## src/rtl/cwf_pkg.sv

```systemverilog
package cwf_pkg;

  typedef enum logic {
    SEQ_IDLE  = 1'b0,
    SEQ_BURST = 1'b1
  } seqState_t;

  // strobes from control to datapath
  typedef struct packed {
    logic load;     // request accepted this cycle
    logic capture;  // beat data taken this cycle
    logic first;    // captured beat is the critical one
    logic last;     // captured beat ends the line
  } cwfStrb_t;

endpackage

```

## src/rtl/cwf_ctrl.sv

```systemverilog
module cwf_ctrl
  import cwf_pkg::*;
#(
  parameter int BEATS = 4,
  localparam int CNT_W = (BEATS > 1) ? $clog2(BEATS) : 1
) (
  input  logic     clk,
  input  logic     rstN,
  input  logic     reqValid,
  input  logic     busRdValid,
  output logic     reqReady,
  output logic     busReq,
  output cwfStrb_t strb
);

  seqState_t stateQ;
  logic [CNT_W-1:0] beatCnt;

  always_comb begin
    reqReady     = (stateQ == SEQ_IDLE);
    busReq       = (stateQ == SEQ_BURST);
    strb.load    = reqReady && reqValid;
    strb.capture = busReq && busRdValid;
    strb.first   = strb.capture && (beatCnt == '0);
    strb.last    = strb.capture && (beatCnt == CNT_W'(BEATS - 1));
  end

  always_ff @(posedge clk) begin
    if (!rstN) begin
      stateQ  <= SEQ_IDLE;
      beatCnt <= '0;
    end else if (strb.load) begin
      stateQ  <= SEQ_BURST;
      beatCnt <= '0;
    end else if (strb.capture) begin
      beatCnt <= beatCnt + 1'b1;
      if (strb.last) stateQ <= SEQ_IDLE;
    end
  end

endmodule

```

## src/rtl/cwf_datapath.sv

```systemverilog
module cwf_datapath
  import cwf_pkg::*;
#(
  parameter int ADDR_W         = 32,
  parameter int WORD_W         = 32,
  parameter int WORDS_PER_BEAT = 2,
  parameter int BEATS          = 4,
  localparam int SUB_W    = $clog2(WORDS_PER_BEAT),
  localparam int BEAT_W   = $clog2(BEATS),
  localparam int WIDX_W   = SUB_W + BEAT_W,
  localparam int BYTE_OFF = $clog2(WORDS_PER_BEAT * WORD_W / 8),
  localparam int LINE_OFF = BYTE_OFF + BEAT_W,
  localparam int LINE_W   = ADDR_W - LINE_OFF,
  localparam int BUS_W    = WORDS_PER_BEAT * WORD_W
) (
  input  logic                             clk,
  input  logic                             rstN,
  input  cwfStrb_t                         strb,
  input  logic [LINE_W-1:0]                reqLineAddr,
  input  logic [WIDX_W-1:0]                reqWord,
  input  logic [BUS_W-1:0]                 busRdData,
  output logic [ADDR_W-1:0]                busAddr,
  output logic                             fillValid,
  output logic [BUS_W-1:0]                 fillData,
  output logic [WORDS_PER_BEAT*WIDX_W-1:0] fillIdx,
  output logic                             critVld,
  output logic [WORD_W-1:0]                critData,
  output logic                             lineDone
);

  logic [LINE_W-1:0] lineQ;
  logic [BEAT_W-1:0] beatQ;
  logic [SUB_W-1:0]  subQ;
  logic [SUB_W-1:0]  rot;

  logic [BUS_W-1:0]                 slotData;
  logic [WORDS_PER_BEAT*WIDX_W-1:0] slotIdx;

  assign busAddr = {lineQ, beatQ, {BYTE_OFF{1'b0}}};
  // only the critical beat is rotated so the requested word leads
  assign rot = strb.first ? subQ : '0;

  for (genvar k = 0; k < WORDS_PER_BEAT; k++) begin : g_slot
    logic [SUB_W-1:0] lane;
    always_comb begin
      lane = rot + SUB_W'(k);
      slotData[k*WORD_W +: WORD_W] = busRdData[lane*WORD_W +: WORD_W];
      slotIdx[k*WIDX_W +: WIDX_W]  = {beatQ, lane};
    end
  end

  always_ff @(posedge clk) begin
    if (!rstN) begin
      lineQ <= '0;
      beatQ <= '0;
      subQ  <= '0;
    end else if (strb.load) begin
      lineQ <= reqLineAddr;
      beatQ <= reqWord[WIDX_W-1:SUB_W];
      subQ  <= reqWord[SUB_W-1:0];
    end else if (strb.capture) begin
      beatQ <= beatQ + 1'b1;
    end
  end

  always_ff @(posedge clk) begin
    if (!rstN) begin
      fillValid <= 1'b0;
      critVld   <= 1'b0;
      lineDone  <= 1'b0;
      fillData  <= '0;
      fillIdx   <= '0;
      critData  <= '0;
    end else begin
      fillValid <= strb.capture;
      critVld   <= strb.first;
      lineDone  <= strb.last;
      if (strb.capture) begin
        fillData <= slotData;
        fillIdx  <= slotIdx;
      end
      if (strb.first) critData <= slotData[WORD_W-1:0];
    end
  end

endmodule

```

## src/rtl/cwf_burst_seq.sv

```systemverilog
module cwf_burst_seq
  import cwf_pkg::*;
#(
  parameter int ADDR_W         = 32,
  parameter int WORD_W         = 32,
  parameter int WORDS_PER_BEAT = 2,
  parameter int BEATS          = 4,
  localparam int SUB_W    = $clog2(WORDS_PER_BEAT),
  localparam int BEAT_W   = $clog2(BEATS),
  localparam int WIDX_W   = SUB_W + BEAT_W,
  localparam int LINE_OFF = $clog2(WORDS_PER_BEAT * WORD_W / 8) + BEAT_W,
  localparam int LINE_W   = ADDR_W - LINE_OFF,
  localparam int BUS_W    = WORDS_PER_BEAT * WORD_W
) (
  input  logic                             clk,
  input  logic                             rstN,
  input  logic                             reqValid,
  output logic                             reqReady,
  input  logic [LINE_W-1:0]                reqLineAddr,
  input  logic [WIDX_W-1:0]                reqWord,
  output logic                             busReq,
  output logic [ADDR_W-1:0]                busAddr,
  input  logic                             busRdValid,
  input  logic [BUS_W-1:0]                 busRdData,
  output logic                             fillValid,
  output logic [BUS_W-1:0]                 fillData,
  output logic [WORDS_PER_BEAT*WIDX_W-1:0] fillIdx,
  output logic                             critVld,
  output logic [WORD_W-1:0]                critData,
  output logic                             lineDone
);

  cwfStrb_t strb;

  cwf_ctrl #(.BEATS(BEATS)) ctrl_i (
    .clk        (clk),
    .rstN       (rstN),
    .reqValid   (reqValid),
    .busRdValid (busRdValid),
    .reqReady   (reqReady),
    .busReq     (busReq),
    .strb       (strb)
  );

  cwf_datapath #(
    .ADDR_W         (ADDR_W),
    .WORD_W         (WORD_W),
    .WORDS_PER_BEAT (WORDS_PER_BEAT),
    .BEATS          (BEATS)
  ) dp_i (
    .clk         (clk),
    .rstN        (rstN),
    .strb        (strb),
    .reqLineAddr (reqLineAddr),
    .reqWord     (reqWord),
    .busRdData   (busRdData),
    .busAddr     (busAddr),
    .fillValid   (fillValid),
    .fillData    (fillData),
    .fillIdx     (fillIdx),
    .critVld     (critVld),
    .critData    (critData),
    .lineDone    (lineDone)
  );

endmodule

```

## config.mk

```make
export PLATFORM = sky130hd
export DESIGN_NAME = cwf_burst_seq
export DESIGN_NICKNAME = d
export VERILOG_FILES = /design/src/rtl/cwf_pkg.sv /design/src/rtl/cwf_ctrl.sv /design/src/rtl/cwf_datapath.sv /design/src/rtl/cwf_burst_seq.sv
export SDC_FILE = /design/constraint.sdc
export NUM_CORES = 1
export LEC_CHECK = 0
export BUFFER_PORTS_ARGS = -buffer_cell sky130_fd_sc_hd__buf_2
export CAP_MARGIN = 10
export CORE_MARGIN = 2
export CORE_UTILIZATION = 45
export CTS_BUF_LIST = sky130_fd_sc_hd__clkbuf_4 sky130_fd_sc_hd__clkbuf_8
export CTS_CLUSTER_DIAMETER = 30
export DETAILED_ROUTE_END_ITERATION = 12
export PLACE_DENSITY = 0.78
export SYNTH_ARGS = -nofsm -noshare
export SYNTH_HDL_FRONTEND = slang
export SYNTH_SLANG_ARGS = --single-unit
```

## constraint.sdc

```tcl
create_clock -name clk -period 1.4 [get_ports clk]
set_input_delay 0.28 -clock clk [delete_from_list [all_inputs] [get_ports clk]]
set_output_delay 0.28 -clock clk [all_outputs]
set_load 0.02 [all_outputs]
```

---- After elaboration in Yosys (flattened, before gate mapping) ----
Cells that the tools add are included.
cells by class
  add/subtract/negate cells ............... 3
  shifts and indexed selects .............. 2
  eq/ne operators ......................... 1
  reduce and logical (&&, ||, !) cells .... 9
  bitwise logic cells ..................... 2
  multiplexer cells ....................... 6
operators by type and width
  operator               number
  $shiftx A64 B7 Y32     2
  $add A2 B1 Y2 const B  2
  $logic_and A1 B1 Y1    4
  $mux W1                4
  $mux W2                2
  $reduce_bool A2 Y1     2
  $eq A2 B2 Y1 const B   1
  $logic_not A2 Y1       1
  $not A1 Y1             2
  $reduce_and A2 Y1      1
  $reduce_or A2 Y1       1
  $add A1 B1 Y1 const B  1
word-level totals
  word-level logic and storage cells ...... 34
  register bits after elaboration ......... 138
  output and inout bits ................... 139
  bits of input ports ..................... 98

---- Logic depth before layout (Yosys ltp) ----
Gate-level depths: netlist (run 1).
  depth in word-level cells ............... 5
  depth in mapped cells ................... 7
  gate-level depth less buffers ........... 5

---- Hierarchy ----
A second synthesis (run 1) with hierarchy kept.
unflattened totals
  cell total of the unflattened synthesis .. 661
  area, all modules ....................... 6242.2 um^2
by module, submodules not included
  module        area each (um^2)  sequential area each (um^2)  cells each  times used
  cwf_datapath  6055.8            2662.6                       638         1
  cwf_ctrl      186.4             60.1                         23          1

---- Least setup slack after synthesis (run 1) ----
Ideal clock, no wire load.
  kind .................................... reg-to-reg
  from .................................... register ctrl_i.beatCnt[0]
  to ...................................... register dp_i.critData[0]
  path slack .............................. 0.016 ns
  cell stages (with the launch flop) ...... 7
  arrival ................................. 1.268 ns
  required time ........................... 1.284 ns
  path buffers ............................ 2
  clock period less this slack ............ 1.384 ns
  library setup time ...................... 0.116 ns
  cells stage by stage .................... dfxtp_1 inv_1 ha_1 and3_1 buf_4 buf_2 o211a_1
on the way
  longest elaborated chain between the ends .. 4
ends and longest elaborated chain
  element                  RTL line            source
  from (decl)              cwf_ctrl.sv:17      logic [CNT_W-1:0] beatCnt;
  from (signal assigned)   cwf_ctrl.sv:36      beatCnt <= beatCnt + 1'b1;
  $logic_not A2 Y1 (*)     cwf_ctrl.sv:24      strb.first = strb.capture && (beatCnt == '0);
  $logic_and A1 B1 Y1 (*)  cwf_ctrl.sv:24
  $mux W1                  cwf_datapath.sv:41  assign rot = strb.first ? subQ : '0;
  $shiftx A64 B7 Y32       cwf_datapath.sv:47  slotData[k*WORD_W +: WORD_W] = busRdData[lane*WORD_W +: WORD_W];
  to (signal assigned)     cwf_datapath.sv:82  if (strb.first) critData <= slotData[WORD_W-1:0];
  to (decl)                cwf_datapath.sv:27  output logic [WORD_W-1:0] critData,
Mark *: on every way between the ends. The rest lies on a longest branch, timed or not.
A chain may end at the register's enable or synchronous reset.

---- Worst setup path in the final report (run 1) ----
  from .................................... register ctrl_i.beatCnt[0]
  to ...................................... register dp_i.critData[20]
Same word-level chain as after synthesis.

==> impl_metrics.yaml, run 1 <==
cells_and_area:
  stdcell_area_um2: 7674
  layout.cells.most_common: "buf_2"
  fin_nets: 1000
  nFillCells: 1160
  syn_to_final_growth_pct: 33.01
  stdcell_count: 1085
  final_cell_mix: "buf_2, nand2_1, dfxtp_1"
  diodes: 0
  drive_gt1_share_pct: 33.63
worst_setup_path:
  critPathLaunchType: "register"
  critPathArrivalTime_ns: 1.67
  cp_max_fo: 9
  cp-end-kind: "register"
  path_class: "reg2reg"
  cp.required_ns: 1.73
yosys:
  syn_inst: 677
  ys_warn_count: 0
  ys_seq_area_share_pct: 47.19
  avgSynthCellArea_um2: 8.522
  synth_edf_count: 0
  syn_area_um2: 5769
  ys.flop_type: "dfxtp_1"
  synth_cell_types: 29
  ys_ff_latch: 136
  async_reset_ff_share_pct: 0
place:
  gp_congestion: 0.7659
  dp_cells: 1044
  place_area_um2: 7099
  post-dp-hpwl_mm: 10.95
  port_buffers: 233
timing:
  drv_slew: 0
  fin_crit_ns: 1.337
  setup_tns_ns: 0
  finalHoldViolations: 0
  fmax_mhz: 748.0
  period_share_pct: 95.49
  whs_ns: 0.08353
  clock_skew_ns: 0.005831
  setup_viol: 0
detailed_routing:
  ant_nets: 0
  wl_per_cell_um: 15.39
  via_per_inst: 5.161
  drt_iter0_drc: 326
  dr.pass1.iters: 5
  drc_errors: 0
  drt-total-wl_mm: 16.70
  num_vias: 5600
clock_tree:
  clk_pin_slew_ns: 0.07
  htreeDepth: 4
  cts_tree: "yes"
  clock_latency_ns: 0.43
  root_buffer: "clkbuf_8"
  cts.sinks: 136
  numCtsBuffers: 17
  clock_path_buffers: 2
grt:
  antenna_found_initial: 0
  grt-ovfl-total: 0
  grt_pass1_wl_mm: 23.84
  grt_pass1_vias: 4844
  grt_max_degree: 53
  track_usage_pct: 22.11
die:
  dieWidth_um: 117.2
  die_h_um: 117.2
  coreArea_um2: 12570
  rows: 41
  ios: 237
  die_area_um2: 13740
  initial_core_util_pct: 45.90
power_and_ir_drop:
  sw_frac_of_total_pct: 28.57
  power_switching_mw: 2.566
  p_leak_nw: 3.904
  clkPwrFrac_pct: 34.3
  combPwrFrac_pct: 18.6
  p_seq_share_pct: 47.1
  powerDensity_nw_per_um2: 1171
  power_mw: 8.982
  vdd_drop_max_uv: 650.4
  internal_power_mw: 6.416
run:
  cap_viol_max_count: 0
run_status:
  status: "finished clean"
min_path:
  hp-class: "in2reg"
[final timing paths]
check        slack [ns]  depth (start not counted)                 to         startpoint
max                0.06                          6  dp_i.critData[20]  ctrl_i.beatCnt[0]
min                0.08                          3      dp_i.lineQ[9]     reqLineAddr[9]
max reg2reg        0.06                          6  dp_i.critData[20]  ctrl_i.beatCnt[0]
min reg2reg        0.45                          2     dp_i.lineQ[12]     dp_i.lineQ[12]
[repair_timing]
item                       CTS  global route
hold buffers                 0             0
pin swaps                    0             1
gates cloned                 0             5
setup endpoints to repair    2            77
gates resized for setup      2             8
setup buffers                1             3
[logic make-up after synthesis]
| family | synth area share (%) |
|---|---|
| flops | 47.19 |
| mux | 5.552 |
| simple gates | 15.96 |
| fa+ha+maj | 0.4337 |
| other cells | 0.06500 |
| xor+xnor | 0.3037 |
| buf+inv | 7.655 |
| compound gates | 22.84 |
[registers in the layout, summed over array words and instances, names as in the netlist]
register and count:
dp_i.fillValid 1, ctrl_i.busReq 1, dp_i.lineQ 27, dp_i.beatQ 2
dp_i.fillData 64, dp_i.fillIdx 4, dp_i.critVld 1, dp_i.critData 32
dp_i.lineDone 1, dp_i.subQ 1, ctrl_i.beatCnt 2
[area by class of cell]
class                           count  area (um2)  share of cell area, %
Timing Repair Buffer              267        1700                  22.16
Sequential cell                   136        2725                  35.51
Multi-Input combinational cell    475        2640                  34.40
Clock buffer                       24       311.5                  4.060
Clock inverter                      8       70.07                 0.9131
Inverter                            3       11.26                 0.1467
Tap cell                          172       215.2                  2.804
[routing by layer]
metal  track usage (%)  up-vias  wire length [um]
met5                 0        -                 0
met4             7.451        0               187
met3             8.187       15              1588
met2             35.82      250              7689
met1             27.21     2560              7232
li1                  -     2775                 -
[critical path, stage by stage (launching register included)]
cell	delay, ns
dfxtp_1	0.32
inv_1	0.09
ha_4	0.17
and3_4	0.29
clkbuf_16	0.19
nand2_1	0.05
o211a_1	0.12
[cell usage after synthesis, drive strengths merged (2+ instances only)]
| master | number | area (um2) |
|---|---|---|
| a21boi | 31 | 232.7 |
| o21ai | 66 | 330.3 |
| mux2i | 32 | 320.3 |
| and3 | 2 | 12.51 |
| buf | 53 | 385.4 |
| dfxtp | 136 | 2723 |
| clkbuf | 12 | 45.04 |
| nand2 | 226 | 850.8 |
| and2 | 4 | 27.53 |
| ha | 2 | 25.02 |
| nor2 | 2 | 7.510 |
| a21oi | 2 | 10.01 |
| o211a | 33 | 330.3 |
| inv | 3 | 11.26 |
| a31oi | 65 | 406.6 |
[through the flow]
| stage | setup WS (ns) | utilization, % |
|---|---|---|
| after floorplan | 0.01561 | - |
| after global placement | 0.07325 | 56.49 |
| after detailed placement | 0.03126 | 56.49 |
| after CTS | 0.002598 | 59.62 |
| after global routing | -0.002065 | 61.06 |
| final | 0.06310 | 61.06 |
[power groups by stage]
stage | combinational [mW] | sequential [mW] | clock [mW]
3_5_place_dp | 1.59 | 4.31 | 0
5_1_grt | 1.82 | 4.26 | 3.35
3_3_place_gp | 1.57 | 4.31 | 0
2_1_floorplan | 0.685 | 4.60 | 0
6_report | 1.67 | 4.23 | 3.08
4_1_cts | 1.60 | 4.23 | 3.15
Power figures use the tool's default switching activity.
==> run 2: changes to the inputs <==
CORE_UTILIZATION = 50   (was 45)
PLACE_DENSITY = 0.83   (was 0.78)
clock period = 1.47 ns   (was 1.4 ns; I/O delays follow)
==> impl_metrics.yaml, run 2 (synthesized netlist as in run 1, its figures left out) <==
die:
  ios: 237
  rows: 39
  dieWidth_um: 111.4
  die_area_um2: 12410
  coreArea_um2: 11320
  die_h_um: 111.4
  initial_core_util_pct: 50.96
worst_setup_path:
  crit_slowest_cell: "dfxtp_4"
  cp_cell_sequence: "buf_4, inv_1, buf_4"
  cp_max_fo: 6
  critPathArrivalTime_ns: 1.12
  cp.required_ns: 1.18
  path_class: "reg2out"
  reg2reg_setup_slack_ns: 0.08
  endpoint: "reqReady"
  critPathLaunchType: "register"
  cp-end-kind: "primary output"
  cp-startpoint: "ctrl_i.busReq"
  r2r-start: "ctrl_i.beatCnt[0]"
  slowest_delay_ns: 0.36
  reg2reg_to: "dp_i.critData[12]"
  ff2ff_path_depth: 6
  cp_common_cell: "buf_4"
clock_tree:
  numCtsBuffers: 17
  clock_latency_ns: 0.45
  clock_path_buffers: 2
  cts.sinks: 136
  clk_pin_slew_ns: 0.07
  root_buffer: "clkbuf_8"
  cts_tree: "yes"
  htreeDepth: 4
cells_and_area:
  stdcell_count: 1042
  drive_gt1_share_pct: 32.59
  layout.cells.most_common: "buf_2"
  multi_input_area_um2: 2640
  syn_to_final_growth_pct: 29.45
  fin_util_pct: 65.97
  fin_nets: 987
  regMostFlops: "dp_i.fillData"
  final_cell_mix: "buf_2, nand2_1, dfxtp_1"
  diodes: 0
  ff_latch_area_um2: 2728
  largest_reg_flops: 64
  nFillCells: 975
  top_regs: "dp_i.fillData: 64 flops, dp_i.critData: 32 flops, dp_i.lineQ: 27 flops"
timing:
  whs_ns: 0.08499
  rsz0062_at_grt: "no"
  layout_setup_ws_ns: 0.05353
  period_share_pct: 96.36
  fin_crit_ns: 1.416
  setup_tns_ns: 0
  setup_viol: 0
  clock_skew_ns: 0.004127
  fmax_mhz: 706.0
  finalHoldViolations: 0
  drv_slew: 0
place:
  gp_congestion: 0.7676
  dp_cells: 1006
  place_ws_ns: 0.04037
  post-dp-hpwl_mm: 10.60
  port_buffers: 233
detailed_routing:
  wl_per_cell_um: 15.35
  via_per_inst: 5.359
  drc_errors: 0
  dr.pass1.iters: 5
  highest_layer: "met4"
  drt_iter0_drc: 407
  met1Wirelength_mm: 6.808
  num_vias: 5584
  wl_met2_mm: 7.325
  drt-total-wl_mm: 15.99
  route.met3.wl_mm: 1.575
  ant_nets: 0
run_status:
  status: "finished clean"
run:
  cap_viol_max_count: 0
grt:
  grt_max_degree: 82
  grt_pass1_wl_mm: 25.10
  grt_pass1_vias: 5085
  grt-ovfl-total: 0
  track_usage_pct: 24.82
  antenna_found_initial: 0
power_and_ir_drop:
  power_switching_mw: 2.393
  clkPwrFrac_pct: 34.6
  vdd_drop_max_uv: 684.1
  p_leak_nw: 3.820
  powerDensity_nw_per_um2: 1140
  internal_power_mw: 6.120
  sw_frac_of_total_pct: 28.12
  p_seq_share_pct: 47.4
  combPwrFrac_pct: 18.0
min_path:
  hp-class: "in2reg"
run 2: power groups by stage:
| stage | clock (mW) | combinational (mW) | sequential [mW] |
|---|---|---|---|
| after detailed placement | 0 | 1.48 | 4.11 |
| after CTS | 3.00 | 1.48 | 4.03 |
| after global placement | 0 | 1.46 | 4.11 |
| after floorplan | 0 | 0.653 | 4.38 |
| after global routing | 3.18 | 1.67 | 4.06 |
| final | 2.95 | 1.53 | 4.03 |
run 2: worst min-delay path by stage:
stage / slack [ns] / depth (start not counted) / end / from
2_1_floorplan: 0.41 / 1 / ctrl_i.busReq / busRdValid
3_3_place_gp: 0.44 / 2 / dp_i.lineQ[10] / dp_i.lineQ[10]
3_5_place_dp: 0.44 / 2 / dp_i.lineQ[8] / dp_i.lineQ[8]
4_1_cts: 0.06 / 3 / dp_i.lineQ[8] / reqLineAddr[8]
5_1_grt: 0.07 / 3 / dp_i.lineQ[8] / reqLineAddr[8]
6_report: 0.08 / 3 / dp_i.lineQ[14] / reqLineAddr[14]
run 2: timing repair:
item,in CTS,in global routing
hold buffers,0,0
cloned,0,3
endpoints found under the setup margin,2,94
pin swaps,0,1
setup buffers,0,2
gates resized for setup,3,6
run 2: layer usage:
metal  GRT usage [%]  vias to the layer above
met4           8.807                        0
li1                -                     2741
met1           31.28                     2542
met2           39.35                      272
met5               0                        -
met3           9.200                       29
run 2: cell type report:
type                       instances  area share (%)
tap                              143           2.396
inverter                           3          0.1508
multi-input combinational        475           35.35
timing repair buffer             254           20.56
clock inverter                     3          0.5361
sequential                       136           36.52
clock buffer                      28           4.490
run 2: worst max-delay path, delay by kind of cell (launching register included):
kind | cells | cell delay [ns]
flip-flops | 1 | 0.36
buffers and inverters | 3 | 0.32
run 2: through the flow:
step / total power [mW] / area, um2
detailed placement: 5.589 / 6970
CTS: 8.513 / 7352
global route: 8.905 / 7468
global placement: 5.569 / 6970
floorplan: 5.035 / 5777
finish: 8.513 / 7468
==> run 3: changes to the inputs <==
CORE_ASPECT_RATIO = 0.5   (was not set)
CORE_UTILIZATION = 45   (was 50)
PLACE_DENSITY = 0.74   (was 0.83)
SYNTH_HIERARCHICAL = 1   (was not set)
==> impl_metrics.yaml, run 3 <==
run_status:
  status: "complete, but fails checks"
  violations: "setup timing"
power_and_ir_drop:
  combPwrFrac_pct: 19.0
  sw_frac_of_total_pct: 30.22
  vdd_drop_max_uv: 558.3
  p_leak_nw: 3.812
  powerDensity_nw_per_um2: 1091
  clkPwrFrac_pct: 35.6
  power_switching_mw: 2.689
  p_seq_share_pct: 45.4
  internal_power_mw: 6.207
grt:
  grt_pass1_wl_mm: 24.43
  grt-ovfl-total: 0
  antenna_found_initial: 0
  grt_max_degree: 62
  track_usage_pct: 20.31
  grt_pass1_vias: 4895
timing:
  fin_crit_ns: 1.484
  drv_slew: 0
  clock_skew_ns: 0.01604
  setup_viol: 3
  rsz0062_at_grt: "yes"
  period_share_pct: 101.0
  fmax_mhz: 673.7
  setup_tns_ns: -0.02863
  layout_setup_ws_ns: -0.01439
  finalHoldViolations: 0
worst_setup_path:
  cp_cell_sequence: "inv_2, ha_4, and3_4, buf_6, buf_12, a21bo_2, a31oi_1"
  cp.required_ns: 1.81
  critPathArrivalTime_ns: 1.83
  ff2ff_path_depth: 7
  reg2reg_setup_slack_ns: -0.01
  critPathLaunchType: "register"
  cp-end-kind: "register"
  cp_max_fo: 6
  slowest_delay_ns: 0.35
  path_class: "reg2reg"
  crit_slowest_cell: "dfxtp_2"
die:
  dieWidth_um: 170.6
  die_area_um2: 14890
  initial_core_util_pct: 46.07
  rows: 30
  coreArea_um2: 13550
  ios: 237
  die_h_um: 87.28
cells_and_area:
  drive_gt1_share_pct: 37.99
  regMostFlops: "dp_i/fillData"
  fin_util_pct: 60.18
  largest_reg_flops: 64
  fin_nets: 974
  final_cell_mix: "buf_2, dfxtp_1, o21ai_0"
  diodes: 0
  layout.cells.most_common: "buf_2"
  syn_to_final_growth_pct: 30.63
  top_regs: "dp_i/fillData: 64 flops, dp_i/critData: 32 flops, dp_i/lineQ: 27 flops"
yosys:
  avgSynthCellArea_um2: 9.444
  ys_warn_count: 6
  synth.most_common_cell: "dfxtp_1"
  ys_ff_latch: 136
  syn_inst: 661
  async_reset_ff_share_pct: 0
  synth_top_area_share_pct: 43.62
  synth_cell_types: 31
  synth_largest_area_cell: "dfxtp_1"
  synth.area.top_cells: "dfxtp_1, mux2i_1, o21ai_0, a21bo_1, a31oi_1"
  synth_commonest_cells: "dfxtp_1, o21ai_0, nand3_1, a31oi_1, mux2i_1"
  syn_area_um2: 6242
  ys.flop_type: "dfxtp_1"
  synth_edf_count: 0
  ys_seq_area_share_pct: 43.62
clock_tree:
  root_buffer: "clkbuf_8"
  clock_latency_ns: 0.43
  cts_tree: "yes"
  htreeDepth: 4
  cts.sinks: 136
  numCtsBuffers: 17
  clk_pin_slew_ns: 0.09
  clock_path_buffers: 2
min_path:
  hold_depth: 3
  hp-class: "in2reg"
detailed_routing:
  drc_errors: 0
  drt_iter0_drc: 428
  via_per_inst: 5.273
  wl_per_cell_um: 15.35
  num_vias: 5690
  ant_nets: 0
  dr.pass1.iters: 4
  drt-total-wl_mm: 16.57
place:
  port_buffers: 233
  gp_congestion: 0.7801
  post-dp-hpwl_mm: 10.92
run:
  cap_viol_max_count: 0
[run 3: path summary, 6_finish.rpt]
check,startpoint,to
worst max-delay path,ctrl_i/beatCnt[0],dp_i/fillData[12]
worst min-delay path,reqLineAddr[4],dp_i/lineQ[4]
worst max register to register,ctrl_i/beatCnt[0],dp_i/fillData[12]
worst min register to register,dp_i/fillIdx[0],dp_i/fillIdx[0]
[run 3: area by class of cell]
type	count	area (um2)
sequential	136	2733
clock buffer	18	241.5
timing repair buffer	270	1695
fill	1227	5396
multi-input combinational	445	3068
clock inverter	14	161.4
inverter	4	15.01
tap	192	240.2
[run 3: repair_timing]
| item | 4_1_cts | 5_1_grt |
|---|---|---|
| hold buffers | 0 | 0 |
| setup endpoints to repair | 5 | 69 |
| gates resized for setup | 2 | 12 |
| gates cloned | 0 | 8 |
| pin swaps | 1 | 16 |
| setup buffers | 0 | 8 |
[run 3: logic make-up (layout without fill, tap and decap cells)]
family / count (synthesis) / after routing / synth area share [%]
adder cells (fa/ha/maj): 2 / 2 / 0.4008
multiplexers: 63 / 63 / 10.10
flip-flops: 136 / 136 / 43.62
other: 1 / 3 / 0.06007
XOR/XNOR: 2 / 2 / 0.2807
buffers and inverters: 83 / 306 / 7.917
AO/OA/AOI/OAI: 266 / 266 / 28.10
AND/OR/NAND/NOR: 108 / 109 / 9.521
[run 3: power by group through the flow]
stage | clock [mW] | sequential [mW] | combinational, mW
2_1_floorplan | 0 | 4.39 | 0.773
3_3_place_gp | 0 | 4.12 | 1.57
3_5_place_dp | 0 | 4.12 | 1.61
4_1_cts | 3.26 | 4.04 | 1.61
5_1_grt | 3.43 | 4.07 | 1.83
6_report | 3.17 | 4.04 | 1.69
[run 3: metrics by stage]
stage               instances  worst slack (ns)  power (mW)  hold WS (ns)  instance area, um2
finish                   1079          -0.01439       8.896        0.1190                8154
global route             1079          -0.05768       9.327       0.09213                8154
global placement         1033           0.06777       5.685        0.4580                7531
CTS                      1065           0.01054       8.909       0.09569                7941
floorplan                 663           0.02257       5.160        0.4223                6255
detailed placement       1033          0.002222       5.728        0.4539                7531
[run 3: metal layers]
metal | GRT usage [%] | routed length (um) | share of wire (%) | vias up
li1 | - | - | - | 2833
met1 | 26.23 | 7682 | 46 | 2649
met2 | 32.94 | 7660 | 46 | 183
met3 | 5.498 | 954 | 5.8 | 25
met4 | 7.304 | 270 | 1.6 | 0
met5 | 0 | 0 | 0 | -
[run 3: worst max-delay path, delay by kind of cell (launching register included)]
family          cells  cell delay (ns)
buf+inv             3             0.32
flops               1             0.35
fa+ha+maj           1             0.15
compound gates      2             0.37
simple gates        1             0.19
